[src/rtl/iq_fmt_pkg.sv]
package iq_fmt_pkg;

  typedef enum logic [1:0] {
    FMT_PULSE2 = 2'b00,
    FMT_BYTE12 = 2'b01,
    FMT_BYTE16 = 2'b10,
    FMT_PULSE4 = 2'b11
  } fmt_e;

  typedef struct packed {
    logic i_sign;
    logic i_mag;
    logic q_sign;
    logic q_mag;
  } iq_smp_t;

endpackage

[src/rtl/iq_fmt_seq.sv]
module iq_fmt_seq
  import iq_fmt_pkg::*;
#(
  parameter int BYTE_BITS  = 8,
  parameter int IDLE_SHORT = 4,
  parameter int IDLE_LONG  = 8,
  parameter int PH_W       = 4
) (
  input  logic            clk,
  input  logic            rst_n,
  input  logic            rx_en,
  input  logic [1:0]      fmt_sel,
  output logic            active,
  output fmt_e            mode,
  output logic [PH_W-1:0] phase,
  output logic            slot_load
);

  logic            act_q, act_n;
  fmt_e            mode_q, mode_n;
  logic [PH_W-1:0] ph_q, ph_n;

  function automatic logic [PH_W-1:0] last_ph(fmt_e m);
    case (m)
      FMT_PULSE2: return PH_W'(1);
      FMT_PULSE4: return PH_W'(3);
      FMT_BYTE12: return PH_W'(BYTE_BITS + IDLE_SHORT - 1);
      default:    return PH_W'(BYTE_BITS + IDLE_LONG - 1);
    endcase
  endfunction

  function automatic logic is_slot(fmt_e m, logic [PH_W-1:0] p);
    case (m)
      FMT_PULSE2: return !p[0];
      FMT_PULSE4: return (p == '0);
      default:    return !p[0] && (p < PH_W'(BYTE_BITS));
    endcase
  endfunction

  always_comb begin
    act_n     = act_q;
    mode_n    = mode_q;
    ph_n      = ph_q;
    slot_load = 1'b0;
    if (!rx_en) begin
      act_n = 1'b0;
      ph_n  = '0;
    end else if (!act_q) begin
      act_n     = 1'b1;
      mode_n    = fmt_e'(fmt_sel);
      ph_n      = '0;
      slot_load = 1'b1;
    end else begin
      ph_n      = (ph_q == last_ph(mode_q)) ? '0 : ph_q + PH_W'(1);
      slot_load = is_slot(mode_q, ph_n);
    end
  end

  always_ff @(posedge clk or negedge rst_n) begin
    if (!rst_n) begin
      act_q  <= 1'b0;
      mode_q <= FMT_PULSE2;
      ph_q   <= '0;
    end else begin
      act_q  <= act_n;
      mode_q <= mode_n;
      ph_q   <= ph_n;
    end
  end

  assign active = act_q;
  assign mode   = mode_q;
  assign phase  = ph_q;

endmodule

[src/rtl/iq_smp_buf.sv]
module iq_smp_buf
  import iq_fmt_pkg::*;
(
  input  logic    clk,
  input  logic    rst_n,
  input  logic    in_valid,
  output logic    in_ready,
  input  iq_smp_t in_smp,
  input  logic    load,
  output iq_smp_t cur,
  output logic    underrun
);

  iq_smp_t buf_q, buf_n, cur_q, cur_n;
  logic    full_q, full_n, unr_q, unr_n;
  logic    take, give;

  always_comb begin
    take   = in_valid && !full_q;
    give   = load && full_q;
    full_n = full_q;
    if (give)      full_n = 1'b0;
    else if (take) full_n = 1'b1;
    buf_n = take ? in_smp : buf_q;
    cur_n = give ? buf_q  : cur_q;
    unr_n = load && !full_q;
  end

  always_ff @(posedge clk or negedge rst_n) begin
    if (!rst_n) begin
      buf_q  <= '0;
      cur_q  <= '0;
      full_q <= 1'b0;
      unr_q  <= 1'b0;
    end else begin
      buf_q  <= buf_n;
      cur_q  <= cur_n;
      full_q <= full_n;
      unr_q  <= unr_n;
    end
  end

  assign in_ready = !full_q;
  assign cur      = cur_q;
  assign underrun = unr_q;

endmodule

[src/rtl/iq_bit_mux.sv]
module iq_bit_mux
  import iq_fmt_pkg::*;
#(
  parameter int BYTE_BITS = 8,
  parameter int PH_W      = 4
) (
  input  logic            active,
  input  fmt_e            mode,
  input  logic [PH_W-1:0] phase,
  input  iq_smp_t         cur,
  output logic            clk_en,
  output logic            data,
  output logic            sync
);

  always_comb begin
    clk_en = 1'b0;
    data   = 1'b0;
    sync   = 1'b0;
    if (active) begin
      case (mode)
        FMT_PULSE2: begin
          clk_en = 1'b1;
          data   = phase[0] ? cur.q_sign : cur.i_sign;
          sync   = (phase == '0);
        end
        FMT_PULSE4: begin
          clk_en = 1'b1;
          case (phase[1:0])
            2'd0:    data = cur.i_sign;
            2'd1:    data = cur.i_mag;
            2'd2:    data = cur.q_sign;
            default: data = cur.q_mag;
          endcase
          sync = (phase == '0);
        end
        default: begin
          if (phase < PH_W'(BYTE_BITS)) begin
            clk_en = 1'b1;
            data   = phase[0] ? cur.q_sign : cur.i_sign;
            sync   = (phase != '0);
          end else begin
            clk_en = 1'b0;
            data   = 1'b0;
            sync   = 1'b1;
          end
        end
      endcase
    end
  end

endmodule

[src/rtl/iq_serial_framer.sv]
module iq_serial_framer
  import iq_fmt_pkg::*;
#(
  parameter int BYTE_BITS  = 8,
  parameter int IDLE_SHORT = 4,
  parameter int IDLE_LONG  = 8
) (
  input  logic       clk,
  input  logic       rst_n,
  input  logic       rx_en,
  input  logic [1:0] fmt_sel,
  input  logic       smp_valid,
  output logic       smp_ready,
  input  logic       smp_i_sign,
  input  logic       smp_i_mag,
  input  logic       smp_q_sign,
  input  logic       smp_q_mag,
  output logic       out_clk_en,
  output logic       out_data,
  output logic       out_sync,
  output logic       underrun
);

  localparam int PH_W = $clog2(BYTE_BITS + IDLE_LONG);

  logic [1:0]      rs_q;
  logic            rst_int_n;
  logic            active, slot_load;
  fmt_e            mode;
  logic [PH_W-1:0] phase;
  iq_smp_t         in_smp, cur;

  always_ff @(posedge clk or negedge rst_n) begin
    if (!rst_n) rs_q <= 2'b00;
    else        rs_q <= {rs_q[0], 1'b1};
  end
  assign rst_int_n = rs_q[1];

  assign in_smp = '{i_sign: smp_i_sign, i_mag: smp_i_mag,
                    q_sign: smp_q_sign, q_mag: smp_q_mag};

  iq_fmt_seq #(
    .BYTE_BITS(BYTE_BITS), .IDLE_SHORT(IDLE_SHORT),
    .IDLE_LONG(IDLE_LONG), .PH_W(PH_W)
  ) u_seq (
    .clk(clk), .rst_n(rst_int_n), .rx_en(rx_en), .fmt_sel(fmt_sel),
    .active(active), .mode(mode), .phase(phase), .slot_load(slot_load)
  );

  iq_smp_buf u_buf (
    .clk(clk), .rst_n(rst_int_n), .in_valid(smp_valid), .in_ready(smp_ready),
    .in_smp(in_smp), .load(slot_load), .cur(cur), .underrun(underrun)
  );

  iq_bit_mux #(.BYTE_BITS(BYTE_BITS), .PH_W(PH_W)) u_mux (
    .active(active), .mode(mode), .phase(phase), .cur(cur),
    .clk_en(out_clk_en), .data(out_data), .sync(out_sync)
  );

endmodule

[config.mk]
export PLATFORM = sky130hd
export DESIGN_NAME = iq_serial_framer
export DESIGN_NICKNAME = d
export VERILOG_FILES = /design/src/rtl/iq_fmt_pkg.sv /design/src/rtl/iq_fmt_seq.sv /design/src/rtl/iq_smp_buf.sv /design/src/rtl/iq_bit_mux.sv /design/src/rtl/iq_serial_framer.sv
export SDC_FILE = /design/constraint.sdc
export NUM_CORES = 1
export LEC_CHECK = 0
export BUFFER_PORTS_ARGS = -buffer_cell sky130_fd_sc_hd__buf_2
export CAP_MARGIN = 20
export CORE_MARGIN = 1.5
export CORE_UTILIZATION = 50
export DETAILED_ROUTE_END_ITERATION = 7
export PLACE_DENSITY = 0.81
export SYNTH_ARGS = -nofsm -noshare
export SYNTH_HDL_FRONTEND = slang
export SYNTH_SLANG_ARGS = --single-unit
[constraint.sdc]
create_clock -name clk -period 1.75 [get_ports clk]
set_input_delay 0.175 -clock clk [delete_from_list [all_inputs] [get_ports clk]]
set_output_delay 0.175 -clock clk [all_outputs]
set_load 0.1 [all_outputs]
# Word level (Yosys, flattened, before mapping)
# Index checks and enable logic that the tools add are counted.
# Widths: inputs -> output; s select.
[totals] reg_bits=19 out_inout_bits=5 word_cells=60 inputBits=10
[op_classes] reduce_logical=14 muxes=23 n_eq_ne=5 bitwise=1 addsub=1 magnitude_cmp=2
[ops] operator="$mux 4" count=5
[ops] operator="$mux 1" count=14
[ops] operator="$pmux 4 s3" count=1
[ops] operator="$logic_not 4->1" count=2
[ops] operator="$lt 4x4->1 const B" count=2
[ops] operator="$add 4x1->4 const B" count=1
[ops] operator="$eq 2x1->1 const B" count=2
[ops] operator="$eq 2x2->1 const B" count=2
[ops] operator="$eq 4x4->1" count=1
[ops] operator="$logic_and 1x1->1" count=4
[ops] operator="$logic_not 2->1" count=2
[ops] operator="$pmux 1 s2" count=2
[ops] operator="$reduce_bool 4->1" count=1
[ops] operator="$pmux 1 s3" count=1
[ops] operator="$logic_not 1->1" count=2
[ops] operator="$reduce_and 2->1" count=1
[ops] operator="$reduce_bool 2->1" count=1
[ops] operator="$reduce_or 2->1" count=1
[ops] operator="$not 1->1" count=1

# Depth between registers and ports, before layout
[depth] ltp_word=13 ltp_mapped=8 ltp_nobuf=7

# Modules after synthesis
# From an unflattened synthesis, not the netlist that was laid out.
[unflattened] cells_unflattened=86 area_unflattened_um2=1009.7
[by_module_without_submodules] module="iq_fmt_seq" area_per_inst_um2=419.2 n_inst=1 cells_per_inst=43 seq_area_each_um2=175.2
[by_module_without_submodules] module="iq_smp_buf" area_per_inst_um2=400.4 n_inst=1 cells_per_inst=23 seq_area_each_um2=250.2
[by_module_without_submodules] module="iq_bit_mux" area_per_inst_um2=136.4 n_inst=1 cells_per_inst=17 seq_area_each_um2=0.0
[by_module_without_submodules] module="iq_serial_framer" area_per_inst_um2=53.8 n_inst=1 cells_per_inst=3 seq_area_each_um2=50.0

# Least setup slack after synthesis
# No wires, ideal clock.
[synth_timing] path_type="register -> output" startpoint="register u_seq.mode_q[0], in the netlist u_seq.mode[0]" endpoint="output out_data" t_arrival_ns=5.398 t_required_ns=1.575 n_path_buf=1 path_slack_ns=-3.823 path_stages_with_launch=6 path_cell_list="dfrtp_1 > inv_1 > ha_1 > buf_4 > a21boi_0 > a21boi_0"
[synth_between] elab_chain_len=3 word_cells_on_any_way=4 classes_between="eq/ne: 1; mux: 2; reduce/logical: 1"
[synth_lines] element="from (decl)" line_no="iq_fmt_seq.sv:20" source="fmt_e mode_q, mode_n;"
[synth_lines] element="from (signal assigned)" line_no="iq_fmt_seq.sv:66" source="mode_q <= mode_n;"
[synth_lines] element="$eq 2x2->1 / $logic_not 2->1 (equally long branches)" line_no="iq_bit_mux.sv:21" source="case (mode)"
[synth_lines] element="$pmux 1 s2 *" line_no="iq_bit_mux.sv:21"
[synth_lines] element="$mux 1 *" line_no="iq_bit_mux.sv:20" source="if (active) begin"
[synth_lines] element="to (decl)" line_no="iq_serial_framer.sv:19" source="output logic out_data,"
# Mark *: on every way between the ends. The rest lies on a longest branch, timed or not.

# Worst setup path in the final report
[layout_timing] startpoint="register u_seq.ph_q[0], in the netlist u_seq.phase[0]" endpoint="output out_data"
[layout_between] elab_chain_len=4 word_cells_on_any_way=9 classes_between="order compare: 1; eq/ne: 2; mux: 5; reduce/logical: 1"
[layout_lines] element="from (decl)" line_no="iq_fmt_seq.sv:21" source="logic [PH_W-1:0] ph_q, ph_n;"
[layout_lines] element="from (signal assigned)" line_no="iq_fmt_seq.sv:67" source="ph_q <= ph_n;"
[layout_lines] element="$lt 4x4->1 (tied with other cells)" line_no="iq_bit_mux.sv:38" source="if (phase < PH_W'(BYTE_BITS)) begin"
[layout_lines] element="$mux 1 / $pmux 1 s3 (equally long branches)" line_no="iq_bit_mux.sv:38, iq_bit_mux.sv:29"
[layout_lines] element="$pmux 1 s2 *" line_no="iq_bit_mux.sv:21"
[layout_lines] element="$mux 1 *" line_no="iq_bit_mux.sv:20"
# Marks and branches as above.

==> results.cfg <==
[sta]
worstMarginPinSlew_ns = 0.662
holdWs_ns = 0.0563
relSlewSlack_pct = 55.8
hold_viol = 0
skew_ns = 0.00458
finalCritPeriodShare_pct = 111
final_max_slew_viol_count = 0
setup_viol = 7
fmax_mhz = 515
rsz0062_at_grt = yes
min_period_ns = 1.94
finalSetupTns_ns = -0.914
fin_ws_ns = -0.192

[hold_path]
hold_class = primary input to flop
whs_path_depth = 1
hold_path_end = u_seq.active$_DFF_PN0_
worst_hold_startpoint = rx_en

[cells_and_area]
final_util_pct = 75.4
fin_nets = 149
diodes = 0
design_area_um2 = 1480
final_layout_size_suffix_gt1_share_pct = 51.5
syn2layout_area_growth_pct = 41.6

[clock_network]
cts.sink_count = 19
clk_latency_ns = 0.30
cts_tree = built
cts_htree_levels = 1
clkTransAtPathRegs_ns = 0.11
numCtsBuffers = 3
clockBufferDepth = 2
cts_root_buf = clkbuf_4

[power_and_ir_drop]
swShare_pct = 37.4
p_int_uw = 946
max-vdd-ir-drop_mv = 0.913
p_seq_share_pct = 41.5
power.density_nw_per_um2 = 1020
p_leak_nw = 0.686
switchingPower_uw = 565
total_power_mw = 1.51
clock_power_share_pct = 14.6
pwr-share-comb_pct = 43.9

[status]
status = complete, but fails checks
violations = negative setup slack

[die]
placementRows = 16
start_util_pct = 53.3
die_h_um = 48.7
fp.dieArea_um2 = 2370
core_area_um2 = 1960
die_w_um = 48.7
pin_count = 15

[logic_synthesis]
synth_commonest_cells = 19 x dfrtp_1, 8 x ha_1, 6 x inv_1, 6 x nor2_1, 5 x nand2_1
synthArstFlopShare_pct = 100
yosysMostFrequentCell = dfrtp_1
synth_edf_count = 0
yosys.area.top_type = dfrtp_1
ys_types = 33
synth_fp_nets = 112
syn_area_um2 = 1040
yosysWarnings = 0
ys.flop_type = dfrtp_1
ys_ff_latch = 19
synth.avg_cell_area_um2 = 11.1
synth_top_area_share_pct = 45.5
netlist_top_cells_area = dfrtp_1 46%, ha_1 9.6%, mux2_2 4.3%
syn_inst = 94
synth-seq-area-share_pct = 45.5

[setup_path]
crit_path_max_fanout = 4
cp-end-kind = output pin
critPathRequiredTime_ns = 1.57
r2r_start = u_seq.phase[1]$_DFF_PN0_
cp-start-kind = flop
worstPathArrival_ns = 1.77
worstSetupPathType = flop to output pin
r2r_slack_ns = -0.17
reg2reg_to = u_buf.cur[0]$_DFFE_PN0P_
r2r_cells = 7

[placed_design]
placed_cell_area_um2 = 1250
hpwlAfterDp_mm = 1.61
io_buffers = 14
place_congestion = 0.831

[detailed_routing]
first_pass_iters = 5
num_vias = 887
detail-route-antenna-nets = 0
drc = 0
viasPerCell = 5.65
drt-total-wl_mm = 2.70
wl_per_cell_um = 17.2
first_iter_violations = 22

[global_route]
grtUsageMet2_pct = 44.3
grt_pass1_wl_mm = 4.28
met1_usage_pct = 24.8
met3_usage_pct = 4.32
grt.busiest_layer = met2
grt.total_usage_pct = 24.3
grt_max_degree = 18
grt_pass1_vias = 959
overflow = 0
grt_antenna_before_repair = 0

[job]
maxCapViolCount = 0
final cells by class:
| class | instances | area, um^2 |
|---|---|---|
| Clock buffer | 4 | 26.3 |
| Timing Repair Buffer | 33 | 275 |
| Sequential cell | 19 | 477 |
| Multi-Input combinational cell | 68 | 642 |
| Tap cell | 27 | 33.8 |
| Inverter | 6 | 25.0 |
| Fill cell | 137 | 483 |
routing by layer:
metal	wire [um]	part of all wire [%]
met1	1010	37
met3	103	3.8
met2	1480	55
met5	0	0
met4	115	4.3
layout by cell type, fill, tap and decap left out, types with 2 or more instances in the layout:
cell type / netlist / routed
and3_2: 4 / 4
inv_1: 6 / 2
ha_2: 0 / 2
o21ai_1: 2 / 4
a221o_1: 4 / 4
clkbuf_4: 0 / 3
dfrtp_1: 19 / 18
xnor2_2: 0 / 4
buf_2: 0 / 11
o21ai_0: 4 / 2
a21boi_4: 0 / 2
and3_1: 2 / 2
buf_6: 0 / 2
ha_4: 0 / 3
xor2_1: 2 / 2
buf_12: 0 / 3
inv_2: 0 / 3
nand3_1: 3 / 3
mux2_2: 4 / 4
nor2b_1: 2 / 2
nor2_1: 6 / 6
ha_1: 8 / 3
nand2_1: 5 / 5
buf_4: 1 / 15
how the worst max path moves through the flow:
| stage | start | to | slack [ns] | cells past startpoint |
|---|---|---|---|---|
| after global placement | u_seq.phase[0]$_DFF_PN0_ | u_buf.cur[2]$_DFFE_PN0P_ | 0.04 | 6 |
| after global routing | u_seq.phase[1]$_DFF_PN0_ | out_data | -0.30 | 7 |
| final | u_seq.phase[0]$_DFF_PN0_ | out_data | -0.19 | 6 |
| after detailed placement | u_seq.phase[0]$_DFF_PN0_ | u_buf.cur[0]$_DFFE_PN0P_ | -0.008 | 6 |
| after floorplan | u_seq.mode[0]$_DFFE_PN0P_ | out_data | -0.53 | 5 |
| after CTS | u_seq.phase[0]$_DFF_PN0_ | out_data | -0.22 | 7 |
power groups by stage:
| stage | registers [mW] | clock network [mW] | logic [mW] |
|---|---|---|---|
| CTS | 0.623 | 0.221 | 0.632 |
| global route | 0.641 | 0.242 | 0.700 |
| finish | 0.627 | 0.221 | 0.664 |
| global placement | 0.627 | 0 | 0.522 |
| floorplan | 0.619 | 0 | 0.404 |
| detailed placement | 0.634 | 0 | 0.540 |
through the flow:
step	worst slack, ns	std cells
floorplan	-0.529	94
global placement	0.0428	138
detailed placement	-0.00769	138
CTS	-0.225	155
global route	-0.298	157
finish	-0.192	157
critical path: stages, from the launching register on:
cell and delay [ns]:
dfrtp_2 0.46, ha_1 0.23, a222oi_1 0.30, o21ai_1 0.10
nand3b_1 0.13, a21boi_4 0.07, buf_12 0.17
what timing repair did:
item | CTS | global route
buffers inserted | 12 | 2
hold buffers | 1 | 0
pin swaps | 12 | 8
hold endpoints to repair | 2 | 0
resized for setup | 13 | 8
setup endpoints to repair | 7 | 8
sequential cells by signal, indices dropped and copies added, names as in the netlist:
signal          flops
u_buf.underrun      1
rs_q                2
u_seq.active        1
u_buf.cur           4
u_buf.buf_q         4
u_seq.phase         4
u_buf.full_q        1
u_seq.mode          2
cells by family after synthesis:
| kind of cell | Yosys count | synth area share [%] |
|---|---|---|
| XOR/XNOR | 6 | 5.03 |
| buffers and inverters | 7 | 2.87 |
| multiplexers | 4 | 4.31 |
| flip-flops | 19 | 45.5 |
| adder cells (fa/ha/maj) | 8 | 9.58 |
| AND/OR/NAND/NOR | 29 | 16.8 |
| AO/OA/AOI/OAI | 20 | 15.6 |
| other | 1 | 0.359 |
Power figures use the tool's default switching activity.
